File: src/rtl/irq_pkg.sv
package irq_pkg;
    parameter int unsigned N_SRC  = 8;
    parameter int unsigned TYPE_W = $clog2(N_SRC);
    parameter int unsigned LOW_W  = 2;
    parameter int unsigned PC_W   = 16;
    parameter int unsigned BASE_W = PC_W - TYPE_W - LOW_W;

    typedef logic [PC_W-1:0]   pc_t;
    typedef logic [N_SRC-1:0]  src_t;
    typedef logic [TYPE_W-1:0] type_t;
    typedef logic [BASE_W-1:0] base_t;

    typedef enum logic [1:0] {
        ST_IDLE   = 2'd0,
        ST_CALL_A = 2'd1,
        ST_CALL_B = 2'd2,
        ST_RET    = 2'd3
    } seq_st_t;

    typedef struct packed {
        logic  valid;
        type_t kind;
    } pick_t;

    typedef struct packed {
        pc_t ret;
        pc_t vec;
    } call_ctx_t;

    // fixed priority: lowest index wins
    function automatic pick_t pick_lowest(src_t pend);
        pick_t r;
        r.valid = 1'b0;
        r.kind  = '0;
        for (int i = N_SRC - 1; i >= 0; i--) begin
            if (pend[i]) begin
                r.valid = 1'b1;
                r.kind  = type_t'(i);
            end
        end
        return r;
    endfunction

    function automatic pc_t build_vector(base_t b, type_t k);
        return {b, k, {LOW_W{1'b0}}};
    endfunction
endpackage

File: src/rtl/irq_sampler.sv
module irq_sampler
    import irq_pkg::*;
(
    input  logic  clk,
    input  logic  rst,
    input  src_t  req,
    input  src_t  mask,
    output pick_t pick
);
    src_t smp_q;

    // capture on the falling edge; the following rising edge decides
    always_ff @(negedge clk) begin
        if (rst) smp_q <= '0;
        else     smp_q <= req;
    end

    always_comb begin
        pick = pick_lowest(smp_q & mask);
    end
endmodule

File: src/rtl/irq_addr_stack.sv
module irq_addr_stack
    import irq_pkg::*;
#(
    parameter int unsigned DEPTH = 4
) (
    input  logic clk,
    input  logic rst,
    input  logic push,
    input  pc_t  push_data,
    input  logic pop,
    output pc_t  top_data,
    output logic empty,
    output logic ovf
);
    localparam int unsigned CNT_W = $clog2(DEPTH + 1);
    localparam int unsigned IDX_W = (DEPTH > 1) ? $clog2(DEPTH) : 1;
    localparam logic [CNT_W-1:0] FULL = CNT_W'(DEPTH);

    pc_t              mem [DEPTH];
    logic [CNT_W-1:0] sp_q;
    logic [CNT_W-1:0] sp_m1;
    logic             ovf_q;

    assign sp_m1    = sp_q - 1'b1;
    assign top_data = mem[sp_m1[IDX_W-1:0]];
    assign empty    = (sp_q == '0);
    assign ovf      = ovf_q;

    always_ff @(posedge clk) begin
        if (rst) begin
            sp_q  <= '0;
            ovf_q <= 1'b0;
        end else if (push) begin
            if (sp_q < FULL) begin
                mem[sp_q[IDX_W-1:0]] <= push_data;
                sp_q <= sp_q + 1'b1;
            end else begin
                ovf_q <= 1'b1;
            end
        end else if (pop && !empty) begin
            sp_q <= sp_m1;
        end
    end

    p_ovf_sticky_r9: assert property (@(posedge clk) disable iff (rst)
        ovf_q |=> ovf_q);
    p_depth_bound_r9: assert property (@(posedge clk) disable iff (rst)
        sp_q <= FULL);
endmodule

File: src/rtl/irq_seq.sv
module irq_seq
    import irq_pkg::*;
(
    input  logic  clk,
    input  logic  rst,
    input  logic  boundary,
    input  logic  multi,
    input  logic  reti,
    input  logic  ei,
    input  pc_t   next_pc,
    input  base_t ibase,
    input  pick_t pick,
    input  logic  stk_empty,
    input  pc_t   stk_top,
    output logic  kill,
    output logic  push,
    output pc_t   push_addr,
    output logic  pc_load,
    output pc_t   pc_new,
    output logic  gie,
    output logic  stk_pop
);
    seq_st_t   st_q;
    logic      gie_q;
    call_ctx_t ctx_q;
    pc_t       ret_q;
    logic      idle;
    logic      take;

    assign idle    = (st_q == ST_IDLE);
    assign take    = idle && boundary && !multi && !reti && gie_q && pick.valid;
    assign stk_pop = idle && reti && !stk_empty;

    always_ff @(posedge clk) begin
        if (rst) begin
            st_q  <= ST_IDLE;
            gie_q <= 1'b0;
            ctx_q <= '0;
            ret_q <= '0;
        end else begin
            unique case (st_q)
                ST_IDLE: begin
                    if (reti) begin
                        gie_q <= 1'b1;
                        if (!stk_empty) begin
                            ret_q <= stk_top;
                            st_q  <= ST_RET;
                        end
                    end else if (take) begin
                        ctx_q.ret <= next_pc;
                        ctx_q.vec <= build_vector(ibase, pick.kind);
                        gie_q     <= 1'b0;
                        st_q      <= ST_CALL_A;
                    end else if (ei) begin
                        gie_q <= 1'b1;
                    end
                end
                ST_CALL_A: st_q <= ST_CALL_B;
                ST_CALL_B: st_q <= ST_IDLE;
                ST_RET:    st_q <= ST_IDLE;
                default:   st_q <= ST_IDLE;
            endcase
        end
    end

    always_comb begin
        kill      = (st_q == ST_CALL_A);
        push      = (st_q == ST_CALL_A);
        push_addr = ctx_q.ret;
        pc_load   = (st_q == ST_CALL_B) || (st_q == ST_RET);
        pc_new    = (st_q == ST_RET) ? ret_q : ctx_q.vec;
        gie       = gie_q;
    end

    p_call_two_r6: assert property (@(posedge clk) disable iff (rst)
        push |=> (pc_load && !push));
    p_gie_low_in_call_r7: assert property (@(posedge clk) disable iff (rst)
        push |-> !gie_q);
    p_take_needs_enable_r3: assert property (@(posedge clk) disable iff (rst)
        push |-> $past(gie_q));
    p_ret_sets_gie_r8: assert property (@(posedge clk) disable iff (rst)
        (st_q == ST_RET) |-> gie_q);
endmodule

File: src/rtl/irq_vector_unit.sv
module irq_vector_unit
    import irq_pkg::*;
#(
    parameter int unsigned STACK_DEPTH = 4
) (
    input  logic              clk,
    input  logic              rst,
    input  logic [N_SRC-1:0]  irq_req,
    input  logic [N_SRC-1:0]  irq_mask,
    input  logic              insn_boundary,
    input  logic              insn_multi,
    input  logic              reti,
    input  logic              ei,
    input  logic [PC_W-1:0]   next_pc,
    input  logic [BASE_W-1:0] ibase,
    output logic              insn_kill,
    output logic              push_strobe,
    output logic [PC_W-1:0]   push_addr,
    output logic              pc_load,
    output logic [PC_W-1:0]   pc_new,
    output logic              gie,
    output logic              stk_ovf
);
    pick_t pick;
    logic  stk_empty;
    logic  stk_pop;
    pc_t   stk_top;

    irq_sampler u_smp (
        .clk  (clk),
        .rst  (rst),
        .req  (irq_req),
        .mask (irq_mask),
        .pick (pick)
    );

    irq_seq u_seq (
        .clk       (clk),
        .rst       (rst),
        .boundary  (insn_boundary),
        .multi     (insn_multi),
        .reti      (reti),
        .ei        (ei),
        .next_pc   (next_pc),
        .ibase     (ibase),
        .pick      (pick),
        .stk_empty (stk_empty),
        .stk_top   (stk_top),
        .kill      (insn_kill),
        .push      (push_strobe),
        .push_addr (push_addr),
        .pc_load   (pc_load),
        .pc_new    (pc_new),
        .gie       (gie),
        .stk_pop   (stk_pop)
    );

    irq_addr_stack #(.DEPTH(STACK_DEPTH)) u_stk (
        .clk       (clk),
        .rst       (rst),
        .push      (push_strobe),
        .push_data (push_addr),
        .pop       (stk_pop),
        .top_data  (stk_top),
        .empty     (stk_empty),
        .ovf       (stk_ovf)
    );

    p_kill_at_boundary_r3: assert property (@(posedge clk) disable iff (rst)
        insn_kill |-> $past(insn_boundary && !insn_multi));
endmodule

File: config.mk
export PLATFORM = sky130hd
export DESIGN_NAME = irq_vector_unit
export DESIGN_NICKNAME = d
export VERILOG_FILES = /design/src/rtl/irq_pkg.sv /design/src/rtl/irq_sampler.sv /design/src/rtl/irq_addr_stack.sv /design/src/rtl/irq_seq.sv /design/src/rtl/irq_vector_unit.sv
export SDC_FILE = /design/constraint.sdc
export NUM_CORES = 1
export LEC_CHECK = 0
export BUFFER_PORTS_ARGS = -buffer_cell sky130_fd_sc_hd__buf_2
export CELL_PAD_IN_SITES_DETAIL_PLACEMENT = 2
export CELL_PAD_IN_SITES_GLOBAL_PLACEMENT = 2
export CORE_UTILIZATION = 35
export CTS_CLUSTER_DIAMETER = 120
export DETAILED_ROUTE_END_ITERATION = 12
export PLACE_DENSITY = 0.77
export REMOVE_ABC_BUFFERS = 1
export SETUP_SLACK_MARGIN = 0.5
export SLEW_MARGIN = 20
export SYNTH_ARGS = -nofsm -noshare
export SYNTH_HDL_FRONTEND = slang
export SYNTH_SLANG_ARGS = --single-unit
File: constraint.sdc
create_clock -name clk -period 2.59 [get_ports clk]
set_clock_uncertainty 0.15 [all_clocks]
set_input_delay 0.518 -clock clk [delete_from_list [all_inputs] [get_ports clk]]
set_output_delay 0.518 -clock clk [all_outputs]
set_load 0.02 [all_outputs]
Word level (Yosys, flattened, before mapping)
Memory sizes are Yosys's and may differ from the RTL's. A register that Yosys moved wholly into a read port is not among the register bits.
Cells that the tools add are included.
{"block": "word_totals", "regBits": 45, "ram_bits": 64, "input_bits": 49, "output_inout_bits": 37, "wordCells": 67, "mem_count": 1}
{"memory": "u_stk.mem", "depth": 4, "word_bits": 16, "rd": 1, "rd_clocked_by_memory_dff": 1, "write_ports": 1, "line": "irq_addr_stack.sv:19", "source": "pc_t mem [DEPTH];"}
{"block": "classes", "n_addsub": 2, "magnitude_cmp": 1, "n_eq_ne": 6, "muxes": 23, "n_bitwise": 4, "n_reduce_logical": 23}
{"op": "$mux 4", "n": 8}
{"op": "$mux 16", "n": 1}
{"op": "$mux 3", "n": 3}
{"op": "$and 8x8->8", "n": 1}
{"op": "$logic_and 1x1->1", "n": 8}
{"op": "$reduce_and 2->1", "n": 4}
{"op": "$mux 1", "n": 7}
{"op": "$mux 2", "n": 3}
{"op": "$ne 3x3->1 const B", "n": 2}
{"op": "$pmux 2 s3", "n": 1}
{"op": "$reduce_and 3->1", "n": 2}
{"op": "$eq 2x2->1 const B", "n": 2}
{"op": "$add 3x1->3 const B", "n": 1}
{"op": "$logic_not 1->1", "n": 3}
{"op": "$logic_not 3->1", "n": 1}
{"op": "$lt 3x3->1 const B", "n": 1}
{"op": "$not 1->1", "n": 3}
{"op": "$reduce_bool 3->1", "n": 1}
{"op": "$sub 3x1->3 const B", "n": 1}
{"op": "$eq 2x1->1 const B", "n": 1}
{"op": "$logic_not 2->1", "n": 1}
{"op": "$ne 2x1->1 const B", "n": 1}
{"op": "$reduce_bool 2->1", "n": 1}
{"op": "$reduce_or 2->1", "n": 1}
{"op": "$logic_or 1x1->1", "n": 1}

Depth between registers and ports, before layout
{"block": "logic_depth", "depth_word": 13, "ltp_mapped": 10, "depth_no_buf": 7}

Modules after synthesis
From an unflattened synthesis, not the netlist that was laid out.
{"block": "hier_totals", "hier_cells": 405, "hier_area_um2": 5387.7}
{"module": "irq_addr_stack", "n_inst": 1, "cells_each": 118, "area_each_um2": 2637.5, "seq_area_each_um2": 2001.9}
{"module": "irq_seq", "n_inst": 1, "cells_each": 251, "area_each_um2": 2401.1, "seq_area_each_um2": 980.9}
{"module": "irq_sampler", "n_inst": 1, "cells_each": 36, "area_each_um2": 349.1, "seq_area_each_um2": 160.2}

==> impl_metrics.py <==
metrics = {
    "sta": {
        "finalSetupViolCount": 32,
        "worst_pin_slew_ps": 522,
        "setup_tns_ps": -11850,
        "rsz0062_at_grt": "true",
        "hold_violations": 0,
        "slew_headroom_pct": 65.1,
        "drv_slew": 0,
        "setup_ws_ps": -423,
    },
    "place": {
        "place.gp.congestion": 0.744,
        "io_buffers": 85,
        "dp_cells": 589,
        "hpwl_mm": 7.99,
    },
    "critical_path": {
        "crit_fanout": 7,
        "reg2reg_depth": 7,
        "required_ps": 2790,
        "r2r_end": "u_seq.ctx_q[13]",
        "worstSetupStartpointType": "flop",
        "path_class": "flop to flop",
        "arrival_ps": 3220,
        "rr_startpoint": "u_smp.smp_q[3]",
        "rrSetupSlack_ps": -420,
        "critPathCaptureType": "flop",
    },
    "pwr": {
        "power.density_nw_per_um2": 946,
        "p_leak_nw": 2.60,
        "peakVddDrop_mv": 0.407,
    },
    "min_path": {
        "whs_path_depth": 2,
        "min_to": "u_seq.push_addr[14]",
        "timing.hold.worst.class": "input pin to flop",
        "hold_start": "next_pc[14]",
    },
    "cts": {
        "clk-insertion-delay-late_ps": 450,
        "cts-root-buf": "clkbuf_16",
        "htreeDepth": 4,
        "cts_buffer_depth": 2,
        "cts_made_buffers": 17,
        "clock-sinks": 125,
        "cts_tree": "built",
        "clk_pin_slew_ps": 60,
        "cts_hold_buf": 0,
    },
    "drt": {
        "via_per_inst": 5.11,
        "drc": 0,
        "wl_per_cell_um": 23.1,
        "drt-total-wl_mm": 14.8,
        "ant_nets": 0,
        "firstDrtPassIters": 4,
        "dr_total_vias": 3282,
        "drt-initial-drc-count": 115,
    },
    "synth": {
        "synth.largest_area_cell": "edfxtp_1",
        "yosysWarnings": 0,
        "synth_edf_count": 64,
        "synth_top_area_share_pct": 39.0,
        "synth_common_cells": "64 x edfxtp_1, 61 x dfxtp_1, 41 x nand2_1, 27 x a22o_1, 21 x a21oi_1",
        "syn_inst": 346,
        "syn_area_per_cell_um2": 14.2,
        "yosysMostFrequentCell": "edfxtp_1",
        "netlist_area_um2": 4920,
        "synth_async_sr_flop_share_pct": 0,
        "synth-seq-cells": 125,
        "synth.distinct_cells": 40,
        "ys_seq_area_share_pct": 63.8,
        "yosys-top-cells-area": "edfxtp_1 39%, dfxtp_1 25%, mux4_2 7.3%, a22o_1 4.8%, mux2_2 3.2%",
        "synthFlopType": "edfxtp_1",
    },
    "global_route": {
        "antenna_found_initial": 0,
        "grt_pass1_vias": 3729,
        "grt_usage_pct": 21.0,
        "grt_pass1_wl_mm": 21.9,
        "overflow": 0,
        "grt_max_degree": 29,
    },
    "layout": {
        "antenna_cells": 0,
        "syn_to_final_growth_pct": 33.8,
        "fin_nets": 507,
        "fin_cells": 642,
        "finish.utilization_pct": 48.8,
        "post_route_cells_drive_above_1_share_pct": 45.1,
    },
    "job": {
        "max-cap-violations": 0,
    },
    "floorplan": {
        "die_y_um": 121,
        "core_um2": 13500,
        "rows": 42,
        "io_pins": 86,
        "initial_core_util_pct": 36.5,
        "dieArea_um2": 14500,
        "die_w_um": 121,
    },
    "status": {
        "outcome": "complete, but fails checks",
        "violations": "negative setup slack",
    },
}
[sequential cells by signal, indices dropped and copies added, names as in the netlist]
signal	count
u_seq.push_addr	16
u_seq.ctx_q	14
u_seq.ret_q	16
u_stk.mem	64
u_smp.smp_q	8
u_stk.sp_q	3
u_seq.st_q	2
u_stk.ovf	1
u_seq.gie	1
[worst max-delay path: stages (launching register included)]
cell	delay, ps
dfxtp_2	320
a22oi_2	190
nand4_1	170
buf_4	190
a21oi_4	160
buf_12	150
buf_6	140
a22o_1	150
[metrics by stage]
stage	cell area [um^2]	setup slack [ps]	total power, mW	hold slack, ps
detailed placement	5480	-393	3.53	301
global route	6590	-461	6.47	170
global placement	5480	-251	3.47	292
finish	6590	-423	6.23	175
floorplan	4660	-952	3.09	276
CTS	6440	-391	6.07	157
[repair_timing]
action,in CTS,in global routing
setup buffers,8,3
cloned,2,1
pin swaps,7,11
setup endpoints to repair,130,131
gates resized for setup,79,22
[metal layers]
layer | track usage (%) | routed length [um]
met1 | 23.9 | 5890
met2 | 38.0 | 8170
met3 | 5.24 | 505
met4 | 7.72 | 279
met5 | 0 | 0
[logic make-up after synthesis]
logic type / Yosys count / synth area share (%)
AO/OA/AOI/OAI: 64 / 9.88
adder cells (fa/ha/maj): 5 / 1.27
XOR/XNOR: 1 / 0.178
multiplexers: 30 / 10.5
AND/OR/NAND/NOR: 78 / 8.51
flip-flops: 125 / 63.8
buffers and inverters: 43 / 5.82
[layout by cell type (no fill, tap or decap), types with 9 or more instances in the layout]
cell / n
buf_6: 21
edfxtp_1: 64
dfxtp_1: 50
nand2_1: 39
nor2b_1: 9
inv_1: 10
a21oi_1: 19
mux4_2: 16
mux2_4: 14
buf_4: 21
clkbuf_16: 18
a22o_1: 27
buf_2: 67
[report_power, final]
group | leakage, nW | switching [mW] | internal (mW)
Sequential | 1.10 | 0.139 | 2.26
Combinational | 1.20 | 0.793 | 0.697
Clock | 0.312 | 0.868 | 1.48
[layout make-up]
type | count | area, um^2
Fill cell | 1234 | 6920
Tap cell | 176 | 220
Sequential cell | 125 | 3160
Timing Repair Buffer | 119 | 932
Clock buffer | 25 | 475
Inverter | 4 | 15.0
Multi-Input combinational cell | 178 | 1660
Clock inverter | 15 | 119
[worst max path at each step]
| stage | from | cells after the start | end | slack [ps] |
|---|---|---|---|---|
| 2_1_floorplan | u_smp.smp_q[3] | 4 | u_seq.ctx_q[10] | -950 |
| 3_3_place_gp | u_smp.smp_q[1] | 5 | u_seq.push_addr[6] | -250 |
| 3_5_place_dp | u_smp.smp_q[1] | 6 | u_seq.push_addr[5] | -390 |
| 4_1_cts | u_smp.smp_q[6] | 6 | u_seq.push_addr[5] | -390 |
| 5_1_grt | u_smp.smp_q[3] | 7 | u_seq.ctx_q[13] | -460 |
| 6_report | u_smp.smp_q[3] | 7 | u_seq.ctx_q[13] | -420 |
No activity file was read; power rests on OpenSTA's default activity.
